File: config.mk
export PLATFORM = sky130hd
export DESIGN_NAME = gpio_regbank
export DESIGN_NICKNAME = d
export VERILOG_FILES = /design/src/rtl/gpio_pkg.sv /design/src/rtl/gpio_sync.sv /design/src/rtl/gpio_chg.sv /design/src/rtl/gpio_regbank.sv
export SDC_FILE = /design/constraint.sdc
export NUM_CORES = 1
export LEC_CHECK = 0
export ABC_AREA = 1
export BUFFER_PORTS_ARGS = -buffer_cell sky130_fd_sc_hd__buf_2
export CAP_MARGIN = 20
export CORE_MARGIN = 4
export CORE_UTILIZATION = 45
export DETAILED_ROUTE_END_ITERATION = 16
export PLACE_DENSITY_LB_ADDON = 0.12
export SYNTH_ARGS = -nofsm -noshare
export SYNTH_HDL_FRONTEND = slang
export SYNTH_SLANG_ARGS = --single-unit
File: constraint.sdc
create_clock -name clk -period 1.3 [get_ports clk]
set_input_delay 0.195 -clock clk [delete_from_list [all_inputs] [get_ports clk]]
set_output_delay 0.195 -clock clk [all_outputs]
set_load 0.05 [all_outputs]
File: src/rtl/gpio_pkg.sv
package gpio_pkg;
    localparam int unsigned PORT_W = 8;

    typedef enum logic [1:0] {
        IDX_IN  = 2'd0,
        IDX_OUT = 2'd1,
        IDX_POL = 2'd2,
        IDX_DIR = 2'd3
    } reg_idx_e;

    typedef enum logic [1:0] {
        ST_SYNC_A = 2'd0,
        ST_SYNC_B = 2'd1,
        ST_LOAD   = 2'd2,
        ST_WATCH  = 2'd3
    } chg_state_e;
endpackage

File: src/rtl/gpio_sync.sv
module gpio_sync #(
    parameter int unsigned WIDTH  = 8,
    parameter int unsigned STAGES = 2
) (
    input  logic             clk,
    input  logic             rst_n,
    input  logic [WIDTH-1:0] d_async,
    output logic [WIDTH-1:0] q_sync
);
    logic [WIDTH-1:0] chain_q [STAGES];

    for (genvar s = 0; s < STAGES; s++) begin : g_stage
        if (s == 0) begin : g_first
            always_ff @(posedge clk or negedge rst_n) begin
                if (!rst_n) chain_q[s] <= '0;
                else        chain_q[s] <= d_async;
            end
        end else begin : g_rest
            always_ff @(posedge clk or negedge rst_n) begin
                if (!rst_n) chain_q[s] <= '0;
                else        chain_q[s] <= chain_q[s-1];
            end
        end
    end

    assign q_sync = chain_q[STAGES-1];
endmodule

File: src/rtl/gpio_chg.sv
module gpio_chg
    import gpio_pkg::*;
#(
    parameter int unsigned WIDTH = 8
) (
    input  logic             clk,
    input  logic             rst_n,
    input  logic [WIDTH-1:0] pin_s,
    input  logic [WIDTH-1:0] dir_in,
    input  logic             capture,
    output logic [WIDTH-1:0] in_cap,
    output logic             watching,
    output logic             irq_n
);
    chg_state_e       state_q, state_d;
    logic [WIDTH-1:0] in_q;
    logic             irq_q;
    logic [WIDTH-1:0] diff;

    assign diff = (pin_s ^ in_q) & dir_in;

    always_comb begin
        state_d = state_q;
        unique case (state_q)
            ST_SYNC_A: state_d = ST_SYNC_B;
            ST_SYNC_B: state_d = ST_LOAD;
            ST_LOAD:   state_d = ST_WATCH;
            ST_WATCH:  state_d = ST_WATCH;
        endcase
    end

    always_ff @(posedge clk or negedge rst_n) begin
        if (!rst_n) state_q <= ST_SYNC_A;
        else        state_q <= state_d;
    end

    always_ff @(posedge clk or negedge rst_n) begin
        if (!rst_n) begin
            in_q  <= '0;
            irq_q <= 1'b1;
        end else begin
            unique case (state_q)
                ST_SYNC_A, ST_SYNC_B: irq_q <= 1'b1;
                ST_LOAD: begin
                    in_q  <= pin_s;
                    irq_q <= 1'b1;
                end
                ST_WATCH: begin
                    if (capture) in_q <= pin_s;
                    irq_q <= ~(|diff);
                end
            endcase
        end
    end

    assign in_cap   = in_q;
    assign watching = (state_q == ST_WATCH);
    assign irq_n    = irq_q;

    AST_IRQ_QUIET_UNTIL_LOAD: assert property (@(posedge clk) disable iff (!rst_n)
        (state_q != ST_WATCH) |-> irq_n);
    AST_READ_CLEARS: assert property (@(posedge clk) disable iff (!rst_n)
        (capture && state_q == ST_WATCH) |=> (in_cap == $past(pin_s)));
    AST_NO_IRQ_WITHOUT_DIFF: assert property (@(posedge clk) disable iff (!rst_n)
        !irq_n |-> ($past((pin_s ^ in_q) & dir_in) != '0));
endmodule

File: src/rtl/gpio_regbank.sv
module gpio_regbank
    import gpio_pkg::*;
(
    input  logic              clk,
    input  logic              rst_n,
    input  logic [1:0]        reg_idx,
    input  logic              wr_en,
    input  logic [PORT_W-1:0] wr_data,
    input  logic              rd_en,
    output logic [PORT_W-1:0] rd_data,
    input  logic [PORT_W-1:0] pin_in,
    output logic [PORT_W-1:0] pin_oe,
    output logic [PORT_W-1:0] pin_out,
    output logic              irq_n
);
    localparam int unsigned SYNC_STAGES = 2;

    logic [PORT_W-1:0] dir_q, out_q, pol_q, rd_q;
    logic [PORT_W-1:0] pin_s, in_cap;
    logic              watching;
    reg_idx_e          idx;

    assign idx = reg_idx_e'(reg_idx);

    gpio_sync #(.WIDTH(PORT_W), .STAGES(SYNC_STAGES)) u_sync (
        .clk    (clk),
        .rst_n  (rst_n),
        .d_async(pin_in),
        .q_sync (pin_s)
    );

    gpio_chg #(.WIDTH(PORT_W)) u_chg (
        .clk     (clk),
        .rst_n   (rst_n),
        .pin_s   (pin_s),
        .dir_in  (dir_q),
        .capture (rd_en && idx == IDX_IN),
        .in_cap  (in_cap),
        .watching(watching),
        .irq_n   (irq_n)
    );

    always_ff @(posedge clk or negedge rst_n) begin
        if (!rst_n) begin
            dir_q <= '1;
            out_q <= '1;
            pol_q <= '0;
        end else if (wr_en) begin
            unique case (idx)
                IDX_IN:  ;
                IDX_OUT: out_q <= wr_data;
                IDX_POL: pol_q <= wr_data;
                IDX_DIR: dir_q <= wr_data;
            endcase
        end
    end

    always_ff @(posedge clk or negedge rst_n) begin
        if (!rst_n) begin
            rd_q <= '0;
        end else if (rd_en) begin
            unique case (idx)
                IDX_IN:  rd_q <= pin_s ^ pol_q;
                IDX_OUT: rd_q <= out_q;
                IDX_POL: rd_q <= pol_q;
                IDX_DIR: rd_q <= dir_q;
            endcase
        end
    end

    assign rd_data = rd_q;
    assign pin_oe  = ~dir_q;
    assign pin_out = out_q;

    AST_WRITE_INPUT_IGNORED: assert property (@(posedge clk) disable iff (!rst_n)
        (wr_en && reg_idx == 2'd0) |=> ($stable(dir_q) && $stable(out_q) && $stable(pol_q)));
    AST_READ_MATCHES_CAPTURE: assert property (@(posedge clk) disable iff (!rst_n)
        (rd_en && reg_idx == 2'd0 && watching) |=> (rd_data == (in_cap ^ $past(pol_q))));
endmodule

==> results of run 1 <==
==> cells in the final DEF (no fill, tap or decap), types with 8 or more instances in the layout <==
cell,count
sky130_fd_sc_hd__nand2_1,99
sky130_fd_sc_hd__dfrtp_1,42
sky130_fd_sc_hd__inv_1,37
sky130_fd_sc_hd__buf_2,29
sky130_fd_sc_hd__o21ai_2,24
sky130_fd_sc_hd__nand3_1,19
sky130_fd_sc_hd__o21ai_1,18
sky130_fd_sc_hd__dfstp_2,17
sky130_fd_sc_hd__buf_4,16
sky130_fd_sc_hd__buf_6,14
sky130_fd_sc_hd__nor2_1,13
sky130_fd_sc_hd__clkbuf_8,12
sky130_fd_sc_hd__dlygate4sd3_1,9
sky130_fd_sc_hd__inv_2,8
==> how the worst min path moves through the flow <==
| stage | to | depth (start not counted) | start | slack, ns |
|---|---|---|---|---|
| 2_1_floorplan | pol_q[0]$_DFFE_PN0P_ | 0 | rst_n | -0.10 |
| 3_3_place_gp | u_sync.q_sync[2]$_DFF_PN0_ | 2 | rst_n | 0.22 |
| 3_5_place_dp | u_chg.state_q[1]$_DFF_PN0_ | 2 | rst_n | 0.22 |
| 4_1_cts | pin_out[6]$_DFFE_PN1P_ | 3 | wr_data[6] | 0.13 |
| 5_1_grt | pin_out[6]$_DFFE_PN1P_ | 3 | wr_data[6] | 0.14 |
| 6_report | pin_out[6]$_DFFE_PN1P_ | 3 | wr_data[6] | 0.14 |
==> registers in the layout (all words and copies together), names as in the netlist <==
signal          flops
dir_q               8
u_chg.state_q       2
u_sync.q_sync       8
rd_data             8
u_chg.in_cap        8
pol_q               8
u_sync.chain_q      8
pin_out             8
u_chg.irq_n         1
==> layout make-up <==
type	count	area (µm²)	share of cell area (%)
Timing Repair Buffer	70	541	15.7
Clock inverter	2	10.0	0.291
Tap cell	72	90.1	2.62
Inverter	46	175	5.10
Multi-Input combinational cell	192	955	27.8
Clock buffer	13	169	4.91
Sequential cell	59	1500	43.6
==> layer usage <==
metal / global-route usage, % / part of all wire [%] / wire length, µm / up-vias
met3: 5.15 / 4.0 / 236 / 6
met1: 22.3 / 45 / 2650 / 960
met2: 29.4 / 50 / 2950 / 44
met4: 5.32 / 1.3 / 74 / 0
met5: 0 / 0 / 0 / -
li1: - / - / - / 1103
==> through the flow <==
step                hold slack [ns]  util (%)  cells  instance area, µm²  setup WS (ns)
finish                        0.139      60.9    454                3440         0.0366
global route                  0.144      60.9    454                3440      -0.000166
CTS                           0.131      60.2    453                3400        0.00215
detailed placement            0.222      53.3    421                3010          0.121
global placement              0.222      53.3    421                3010          0.135
floorplan                    -0.101         -    303                2680          0.186
==> what timing repair did <==
item                                   CTS  global route
setup endpoints to repair               16            13
setup buffers                            8             1
endpoints found under the hold margin   50             0
pin swaps                                0             0
resized for setup                       22            13
hold buffers                             9             0
==> kinds of logic (layout without fill, tap and decap cells) <==
kind of cell / after synthesis / in the layout / share of synthesized area [%]
AO/OA/AOI/OAI: 49 / 49 / 13.0
buffers and inverters: 52 / 131 / 8.33
flip-flops: 59 / 59 / 56.0
AND/OR/NAND/NOR: 143 / 143 / 22.7
==> power groups by stage <==
stage	clock network [mW]	logic, mW	registers, mW
2_1_floorplan	0	0.624	2.62
3_3_place_gp	0	1.23	2.35
3_5_place_dp	0	1.24	2.35
4_1_cts	1.54	1.42	2.30
5_1_grt	1.65	1.58	2.34
6_report	1.50	1.45	2.31
==> flow_metrics.env, run 1 <==
export IMPL_status="finished clean"
export IMPL_drt_first_iter_violations=94
export IMPL_totalWireLength_mm=5.91
export IMPL_slew_headroom_pct=74.8
export IMPL_clockPowerShare_pct=28.6
export IMPL_report_final_hold_viol_count=0
export IMPL_area_grow_syn2layout_pct=28.5
export IMPL_cts_tree="done"
export IMPL_layout_drive_gt1_share_pct=35.3
export IMPL_netlist_top_cells_count="99 x sky130_fd_sc_hd__nand2_1, 42 x sky130_fd_sc_hd__dfrtp_1, 41 x sky130_fd_sc_hd__inv_1"
export IMPL_power_switching_fraction_pct=33.8
export IMPL_clk_transition_reported_paths_ns=0.06
export IMPL_peakVddDrop_v=0.000922
export IMPL_synth_area_leader_cell="sky130_fd_sc_hd__dfrtp_1"
export IMPL_floorplan_die_height_um=85.1
export IMPL_grt_max_degree=60
export IMPL_synth_async_reset_ratio_pct=100
export IMPL_groute_usage_overall_pct=17.7
export IMPL_worst_slew_pin_transition_ns=0.377
export IMPL_number_of_buffers_and_inverters_on_the_critical_path=1
export IMPL_worstPathArrival_ns=1.07
export IMPL_nFillCells=499
export IMPL_crit_path_max_delay_family="flip-flops"
export IMPL_cts_max_path_buffers=2
export IMPL_fin_total_pwr_mw=5.26
export IMPL_share_comb_of_total_power_pct=27.5
export IMPL_avgViaCountPerCell=4.65
export IMPL_die_width_um=85.1
export IMPL_rows=27
export IMPL_boundaryPins=47
export IMPL_synth_flop_cell="sky130_fd_sc_hd__dfrtp_1"
export IMPL_tritoncts_num_buffers=9
export IMPL_io_buffers=46
export IMPL_cts_root_buffer="sky130_fd_sc_hd__clkbuf_8"
export IMPL_final_worst_path_cycle_share_pct=97.2
export IMPL_post_synth_main_area_contributors="sky130_fd_sc_hd__dfrtp_1 39%, sky130_fd_sc_hd__dfstp_2 17%, sky130_fd_sc_hd__nand2_1 14%, sky130_fd_sc_hd__o21ai_2 7.9%, sky130_fd_sc_hd__inv_1 5.8%"
export IMPL_cts_max_level=3
export IMPL_post_synthesis_register_bit_count=59
export IMPL_cpMaxStageDelayCell="sky130_fd_sc_hd__dfstp_2"
export IMPL_power_static_leakage_nw=1.77
export IMPL_wire_per_inst_um=13.0
export IMPL_nets=400
export IMPL_regToRegEndpoint="u_chg.irq_n$_DFF_PN1_"
export IMPL_yosysSeqAreaShare_pct=56.0
export IMPL_numClockSinks=59
export IMPL_drt_drc_violations_left=0
export IMPL_gr_total_overflow=0
export IMPL_mappedNetlistNets=325
export IMPL_critical_path_start_end_classification="flop to output pin"
export IMPL_powerDensity_nw_per_um2=1530
export IMPL_syn_instance_count=303
export IMPL_path_cells="buf_4"
export IMPL_synthDominantCellAreaShare_pct=39.3
export IMPL_max_cap_violations=0
export IMPL_timing_reg2reg_worst_path_depth=7
export IMPL_internal_power_mw=3.48
export IMPL_power_net_switching_mw=1.78
export IMPL_post_route_min_period_ns=1.26
export IMPL_vias=2113
export IMPL_synth_most_common_cell="sky130_fd_sc_hd__nand2_1"
export IMPL_critPathMaxStageDelay_ns=0.55
export IMPL_antenna_nets_post_route=0
export IMPL_r2r_start="dir_q[1]$_DFFE_PN1P_"
export IMPL_cp_data_required_time_ns=1.11
export IMPL_seqPwrFrac_pct=43.9
export IMPL_inserted_diodes=0
export IMPL_synth_edf_count=0
export IMPL_netlist_cell_type_count=22
export IMPL_worst_setup_path_startpoint="pin_out[4]$_DFFE_PN1P_"
export IMPL_critical_path_depth=1
export IMPL_synth_area_per_cell_um2=8.83
export IMPL_grt_pass1_vias=2107
export IMPL_drt_pass1_iter_count=4
export IMPL_die_area_um2=7240
export IMPL_worst_setup_path_start_kind="flop"
export IMPL_finalWeightedCongestion=0.856
export IMPL_worstHoldPathType="input port to flop"
export IMPL_count_of_warnings_emitted_by_yosys=0
export IMPL_reg2reg_setup_slack_ns=0.18
export IMPL_slew_viol_final=0
export IMPL_clkLatencyLatePin_ns=0.32
export IMPL_finalSetupViolCount=0
export IMPL_floorplan_initialDensity_pct=47.4
export IMPL_fin_setup_tns_ns=0
export IMPL_endpoint_kind="output pin"
export IMPL_placeableCoreArea_um2=5640
export IMPL_max_clock_freq_mhz=792
export IMPL_grt_pass1_wl_mm=9.94
export IMPL_timing_clock_skew_ns=0.00326
export IMPL_synthesis_area_um2=2680
export IMPL_grt_antenna_before_repair=0
export IMPL_hpwl_mm=4.10
export IMPL_cp_max_fo=3
export IMPL_cp_endpoint="pin_out[4]"
Power figures use the tool's default switching activity.
==> inputs of run 2 (changes only) <==
--- a/config.mk
+++ b/config.mk
@@ -11,7 +11,7 @@
 export CORE_MARGIN = 4
 export CORE_UTILIZATION = 45
 export DETAILED_ROUTE_END_ITERATION = 16
-export PLACE_DENSITY_LB_ADDON = 0.12
+export PLACE_DENSITY = 0.64
 export SYNTH_ARGS = -nofsm -noshare
 export SYNTH_HDL_FRONTEND = slang
 export SYNTH_SLANG_ARGS = --single-unit
==> run 2 against run 1 <==
Clock power is 9% lower. Critical endpoint is now pin_oe[4]. First-iteration DRC count is 8.5% higher. Critical path type unchanged. Largest cell class unchanged. Critical path depth is 1 higher.
==> flow_metrics.env, run 2 (synthesized netlist as in run 1, its figures left out) <==
export IMPL_hpwl_mm=4.23
export IMPL_nets=399
export IMPL_layout_cell_area_non_filler_um2=3400
export IMPL_cpMaxStageDelayCell="sky130_fd_sc_hd__dfstp_2"
export IMPL_final_worst_path_cycle_share_pct=98.2
export IMPL_worst_setup_path_start_kind="flop"
export IMPL_layout_drive_gt1_share_pct=34.8
export IMPL_slew_headroom_pct=74.7
export IMPL_max_cap_violations=0
export IMPL_finalSetupViolCount=0
export IMPL_clk_transition_reported_paths_ns=0.07
export IMPL_gr_total_overflow=0
export IMPL_slew_viol_final=0
export IMPL_vias=2134
export IMPL_max_clock_freq_mhz=783
export IMPL_grt_pass1_vias=2252
export IMPL_numClockSinks=59
export IMPL_worst_slew_pin_transition_ns=0.378
export IMPL_boundaryPins=47
export IMPL_regToRegEndpoint="u_chg.irq_n$_DFF_PN1_"
export IMPL_powerDensity_nw_per_um2=1510
export IMPL_path_cells="inv_2 -> buf_6"
export IMPL_hold_depth=3
export IMPL_inserted_diodes=0
export IMPL_grt_setup_unrepaired="false"
export IMPL_worstHoldPathType="input port to flop"
export IMPL_final_critical_path_setup_slack_ns=0.0229
export IMPL_area_grow_syn2layout_pct=27.1
export IMPL_die_width_um=85.1
export IMPL_timing_reg2reg_worst_path_depth=7
export IMPL_timing_hold_worst_start="wr_data[1]"
export IMPL_finalWeightedCongestion=0.837
export IMPL_worstHoldEndpoint="dir_q[1]$_DFFE_PN1P_"
export IMPL_grt_max_degree=60
export IMPL_groute_usage_overall_pct=18.4
export IMPL_grt_antenna_before_repair=0
export IMPL_drt_first_iter_violations=102
export IMPL_floorplan_initialDensity_pct=47.4
export IMPL_status="finished clean"
export IMPL_cp_max_fo=2
export IMPL_cts_tree="done"
export IMPL_timing_clock_skew_ns=0.0108
export IMPL_final_cell_mix="99 x sky130_fd_sc_hd__nand2_1, 42 x sky130_fd_sc_hd__dfrtp_1, 36 x sky130_fd_sc_hd__inv_1"
export IMPL_layout_cells_most_common="sky130_fd_sc_hd__nand2_1"
export IMPL_report_final_hold_viol_count=0
export IMPL_power_static_leakage_nw=1.75
export IMPL_cts_max_level=3
export IMPL_tritoncts_num_buffers=9
export IMPL_cts_root_buffer="sky130_fd_sc_hd__clkbuf_8"
export IMPL_placeableCoreArea_um2=5640
export IMPL_drt_drc_violations_left=0
export IMPL_r2r_start="dir_q[1]$_DFFE_PN1P_"
export IMPL_peakVddDrop_v=0.000752
export IMPL_reg2reg_setup_slack_ns=0.15
export IMPL_dpl_instance_area_um2=2990
export IMPL_cp_data_required_time_ns=1.11
export IMPL_number_of_buffers_and_inverters_on_the_critical_path=2
export IMPL_place_ws_ns=0.0533
export IMPL_grt_pass1_wl_mm=10.4
export IMPL_critPathMaxStageDelay_ns=0.57
export IMPL_avgViaCountPerCell=4.70
export IMPL_fin_setup_tns_ns=0
export IMPL_wire_per_inst_um=13.3
export IMPL_cts_max_path_buffers=2
export IMPL_finish_cell_count_without_fillers=454
export IMPL_clkLatencyLatePin_ns=0.33
export IMPL_fin_total_pwr_mw=5.13
export IMPL_critical_path_start_end_classification="flop to output pin"
export IMPL_floorplan_die_height_um=85.1
export IMPL_worstPathArrival_ns=1.08
export IMPL_totalWireLength_mm=6.05
export IMPL_endpoint_kind="output pin"
export IMPL_place_detailed_instances=419
export IMPL_rows=27
export IMPL_crit_path_max_delay_family="flip-flops"
export IMPL_die_area_um2=7240
export IMPL_drt_pass1_iter_count=5
export IMPL_io_buffers=46
export IMPL_post_route_min_period_ns=1.28
export IMPL_antenna_nets_post_route=0
==> run 2: layer usage <==
| metal | part of all wire (%) | track usage (%) | routed length, µm | up-vias |
|---|---|---|---|---|
| li1 | - | - | - | 1088 |
| met1 | 42 | 21.4 | 2540 | 993 |
| met2 | 52 | 32.1 | 3130 | 44 |
| met3 | 4.5 | 5.24 | 271 | 9 |
| met4 | 1.9 | 6.62 | 112 | 0 |
| met5 | 0 | 0 | 0 | - |
==> run 2: stage by stage <==
stage | hold WS, ns | utilization, %
after floorplan | -0.101 | -
after global placement | 0.225 | 53.0
after detailed placement | 0.226 | 53.0
after CTS | 0.135 | 59.5
after global routing | 0.136 | 60.3
final | 0.145 | 60.3
==> run 2: layout make-up <==
cell class              instances  area [µm²]
well taps                      72        90.1
clock buffers                  13         139
multi-input cells             192         955
fillers                       512        2240
clock inverters                 3        15.0
flip-flops and latches         59        1500
inverters                      46         175
repair buffers                 69         529
==> run 2: how the worst max path moves through the flow <==
stage	startpoint	end	cells after the start
after floorplan	dir_q[3]$_DFFE_PN1P_	rd_data[3]$_DFFE_PN0P_	4
after global placement	reg_idx[0]	u_chg.in_cap[1]$_DFFE_PN0P_	7
after detailed placement	reg_idx[0]	u_chg.in_cap[7]$_DFFE_PN0P_	7
after CTS	dir_q[6]$_DFFE_PN1P_	pin_oe[6]	2
after global routing	dir_q[6]$_DFFE_PN1P_	pin_oe[6]	2
final	dir_q[4]$_DFFE_PN1P_	pin_oe[4]	2
==> run 2: what timing repair did <==
| action | CTS | global route |
|---|---|---|
| buffers inserted | 8 | 2 |
| setup endpoints to repair | 16 | 14 |
| endpoints found under the hold margin | 50 | 0 |
| hold buffers | 9 | 0 |
| gates resized for setup | 23 | 12 |
==> run 2: power by group <==
part | switching, mW | total, mW | internal (mW)
clock network | 0.675 | 1.36 | 0.684
registers | 0.179 | 2.31 | 2.14
logic | 0.943 | 1.45 | 0.511
total | 1.80 | 5.13 | 3.33
==> run 2: worst min-delay path, cell delays in order <==
cell	delay (ns)
sky130_fd_sc_hd__buf_2	0.09
sky130_fd_sc_hd__inv_1	0.11
sky130_fd_sc_hd__o21ai_2	0.07
==> inputs of run 3 (changes only) <==
--- a/config.mk
+++ b/config.mk
@@ -10,8 +10,10 @@
 export CAP_MARGIN = 20
 export CORE_MARGIN = 4
 export CORE_UTILIZATION = 45
+export CTS_CLUSTER_DIAMETER = 150
 export DETAILED_ROUTE_END_ITERATION = 16
 export PLACE_DENSITY = 0.64
 export SYNTH_ARGS = -nofsm -noshare
 export SYNTH_HDL_FRONTEND = slang
+export SYNTH_HIERARCHICAL = 1
 export SYNTH_SLANG_ARGS = --single-unit
==> run 3 against run 2 <==
Register-to-register slack improved by 0.04 ns. Power grew 15%. Flip-flop and latch count is the same. Final cell count grew 4.8%. Critical path type unchanged. Critical path depth stayed put. Sequential power is essentially flat. Clock skew about the same. Synthesized area grew 2.3%. Clock-buffer cell count down 1.
==> flow_metrics.env, run 3 <==
export IMPL_status="finished clean"
export IMPL_final_worst_path_cycle_share_pct=98.3
export IMPL_grt_pass1_wl_mm=10.4
export IMPL_finalWeightedCongestion=0.832
export IMPL_slew_viol_final=0
export IMPL_gr_total_overflow=0
export IMPL_synthDominantCellAreaShare_pct=38.4
export IMPL_post_synthesis_register_bit_count=59
export IMPL_timing_hold_worst_start="wr_data[2]"
export IMPL_power_net_switching_mw=1.82
export IMPL_layout_cells_most_common="sky130_fd_sc_hd__nand2_1"
export IMPL_crit_path_max_delay_family="flip-flops"
export IMPL_area_grow_syn2layout_pct=28.6
export IMPL_cts_tree="done"
export IMPL_tritoncts_num_buffers=9
export IMPL_number_of_buffers_and_inverters_on_the_critical_path=2
export IMPL_cpMaxStageDelayCell="sky130_fd_sc_hd__dfstp_2"
export IMPL_antenna_nets_post_route=0
export IMPL_power_static_leakage_nw=1.89
export IMPL_timing_clock_skew_ns=0.0105
export IMPL_yosysSeqAreaShare_pct=54.7
export IMPL_die_area_um2=7390
export IMPL_finish_cell_count_without_fillers=476
export IMPL_powerDensity_nw_per_um2=1670
export IMPL_netlist_cell_type_count=18
export IMPL_synth_most_common_cell="sky130_fd_sc_hd__nand2_1"
export IMPL_worst_setup_path_start_kind="flop"
export IMPL_syn_instance_count=330
export IMPL_inserted_diodes=0
export IMPL_internal_power_mw=4.06
export IMPL_cts_max_path_buffers=2
export IMPL_synth_fa_ha_area_share_pct=0
export IMPL_nFillCells=535
export IMPL_r2r_start="dir_q[0]$_DFFE_PN1P_"
export IMPL_mappedNetlistNets=352
export IMPL_grt_setup_unrepaired="true"
export IMPL_share_comb_of_total_power_pct=23.8
export IMPL_io_buffers=46
export IMPL_synth_async_reset_ratio_pct=100
export IMPL_final_critical_path_setup_slack_ns=0.0224
export IMPL_max_clock_freq_mhz=783
export IMPL_cts_root_buffer="sky130_fd_sc_hd__clkbuf_8"
export IMPL_synthMuxAreaShare_pct=0
export IMPL_finalSetupViolCount=0
export IMPL_synthesis_area_um2=2740
export IMPL_layout_drive_gt1_share_pct=29.9
export IMPL_synthXorXnorAreaFrac_pct=0
export IMPL_nets=418
export IMPL_endpoint_kind="output pin"
export IMPL_peakVddDrop_v=0.00119
export IMPL_worstPathArrival_ns=1.08
export IMPL_placeableCoreArea_um2=5920
export IMPL_totalWireLength_mm=5.96
export IMPL_cts_max_level=3
export IMPL_synth_simple_gate_area_share_pct=23.3
export IMPL_drt_drc_violations_left=0
export IMPL_synth_compound_area_share_pct=9.28
export IMPL_report_final_hold_viol_count=0
export IMPL_clkLatencyLatePin_ns=0.34
export IMPL_worstHoldPathType="input port to flop"
export IMPL_wire_per_inst_um=12.5
export IMPL_max_cap_violations=0
export IMPL_place_detailed_instances=442
export IMPL_drt_first_iter_violations=85
export IMPL_grt_max_degree=60
export IMPL_power_switching_fraction_pct=31.0
export IMPL_vias=2245
export IMPL_postLayoutCoreUtil_pct=59.4
export IMPL_synth_area_leader_cell="sky130_fd_sc_hd__dfrtp_1"
export IMPL_clk_transition_reported_paths_ns=0.07
export IMPL_post_route_min_period_ns=1.28
export IMPL_count_of_warnings_emitted_by_yosys=6
export IMPL_drt_pass1_iter_count=4
export IMPL_reg2reg_setup_slack_ns=0.19
export IMPL_final_cell_mix="120 x sky130_fd_sc_hd__nand2_1, 51 x sky130_fd_sc_hd__inv_1, 42 x sky130_fd_sc_hd__dfrtp_1"
export IMPL_groute_usage_overall_pct=18.4
export IMPL_boundaryPins=47
export IMPL_seqPwrFrac_pct=39.6
export IMPL_netlist_top_cells_count="120 x sky130_fd_sc_hd__nand2_1, 59 x sky130_fd_sc_hd__inv_1, 42 x sky130_fd_sc_hd__dfrtp_1"
export IMPL_hold_depth=3
export IMPL_floorplan_die_height_um=86.0
export IMPL_critical_path_depth=2
export IMPL_clockPowerShare_pct=36.6
export IMPL_place_ws_ns=0.104
export IMPL_die_width_um=86.0
export IMPL_cp_data_required_time_ns=1.11
export IMPL_floorplan_initialDensity_pct=46.2
export IMPL_hpwl_mm=4.09
export IMPL_grt_antenna_before_repair=0
export IMPL_synth_area_per_cell_um2=8.29
export IMPL_rows=28
export IMPL_cp_max_fo=2
export IMPL_path_cells="inv_2 -> buf_6"
export IMPL_synth_flop_cell="sky130_fd_sc_hd__dfrtp_1"
export IMPL_post_synth_main_area_contributors="sky130_fd_sc_hd__dfrtp_1 38%, sky130_fd_sc_hd__nand2_1 16%, sky130_fd_sc_hd__dfstp_2 16%, sky130_fd_sc_hd__inv_1 8.1%, sky130_fd_sc_hd__o21ai_0 5.5%"
export IMPL_slew_headroom_pct=69.4
export IMPL_largest_family_of_logic_cells_by_synthesized_area="simple AND/OR/NAND/NOR gates"
export IMPL_grt_pass1_vias=2285
export IMPL_numClockSinks=59
export IMPL_critical_path_start_end_classification="flop to output pin"
export IMPL_critPathMaxStageDelay_ns=0.56
export IMPL_timing_reg2reg_worst_path_depth=7
export IMPL_synth_edf_count=0
export IMPL_worst_slew_pin_transition_ns=0.457
export IMPL_worst_setup_path_startpoint="dir_q[3]$_DFFE_PN1P_"
export IMPL_avgViaCountPerCell=4.72
==> run 3: changes by cell type in the layout (fill, tap and decap cells not counted), sizes merged, moves of 3 or more <==
| cell | change |
|---|---|
| nand2 | +19 |
| inv | +16 |
| nor2 | -11 |
| nand3 | +6 |
| o21ai | -6 |
| bufinv | +3 |
==> run 3: area by class of cell <==
type	instances	area, µm²	share of cell area [%]
sequential	59	1500	42.6
clock inverter	4	95.1	2.70
tap	75	93.8	2.67
clock buffer	12	165	4.69
inverter	63	236	6.72
multi-input combinational	195	897	25.5
timing repair buffer	68	533	15.1
==> run 3: metal layers <==
layer	wire [µm]	part of all wire (%)	GRT usage (%)	up-vias
met5	0	0	0	-
met4	98	1.6	6.76	0
met3	294	4.9	5.96	11
met2	3020	51	31.1	49
met1	2550	43	21.8	1061
li1	-	-	-	1124
==> run 3: metrics by stage <==
step | setup TNS, ns | hold WS, ns | cell area [µm²] | total power, mW
final | 0 | 0.102 | 3520 | 5.88
after global routing | -0.0792 | 0.103 | 3520 | 6.20
after CTS | -0.000590 | 0.0974 | 3480 | 5.90
after detailed placement | 0 | 0.223 | 3000 | 3.54
after global placement | 0 | 0.226 | 3000 | 3.51
after floorplan | 0 | -0.101 | 2740 | 3.22
==> run 3: path summary, 6_finish.rpt <==
path | end
setup reg to reg | u_chg/irq_n$_DFF_PN1_
min in group asynchronous | u_sync/q_sync[7]$_DFF_PN0_
hold / removal | dir_q[2]$_DFFE_PN1P_
setup / recovery | pin_oe[3]
hold reg to reg | u_sync/q_sync[1]$_DFF_PN0_
max in group asynchronous | pin_out[5]$_DFFE_PN1P_
==> run 3: cell families after synthesis <==
kind of cell,Yosys count
AOI/OAI and AO/OA,41
buffers and inverters,76
DFF,59
and+or+nand+nor,154
==> run 3: what timing repair did <==
item,CTS,global route
gates resized for setup,29,12
hold endpoints to repair,50,0
hold buffers,9,0
setup buffers,8,1
pin swaps,0,0
setup endpoints to repair,17,15
==> run 3: tightest hold or removal path: cells and delay by family <==
family	cells	cell delay [ns]
compound gates	1	0.06
buf+inv	2	0.18
==> run 3: power by group through the flow <==
stage	logic, mW	registers [mW]	clock network [mW]
4_1_cts	1.38	2.32	2.20
2_1_floorplan	0.599	2.62	0
5_1_grt	1.54	2.36	2.30
3_5_place_dp	1.17	2.37	0
3_3_place_gp	1.15	2.36	0
6_report	1.40	2.33	2.15
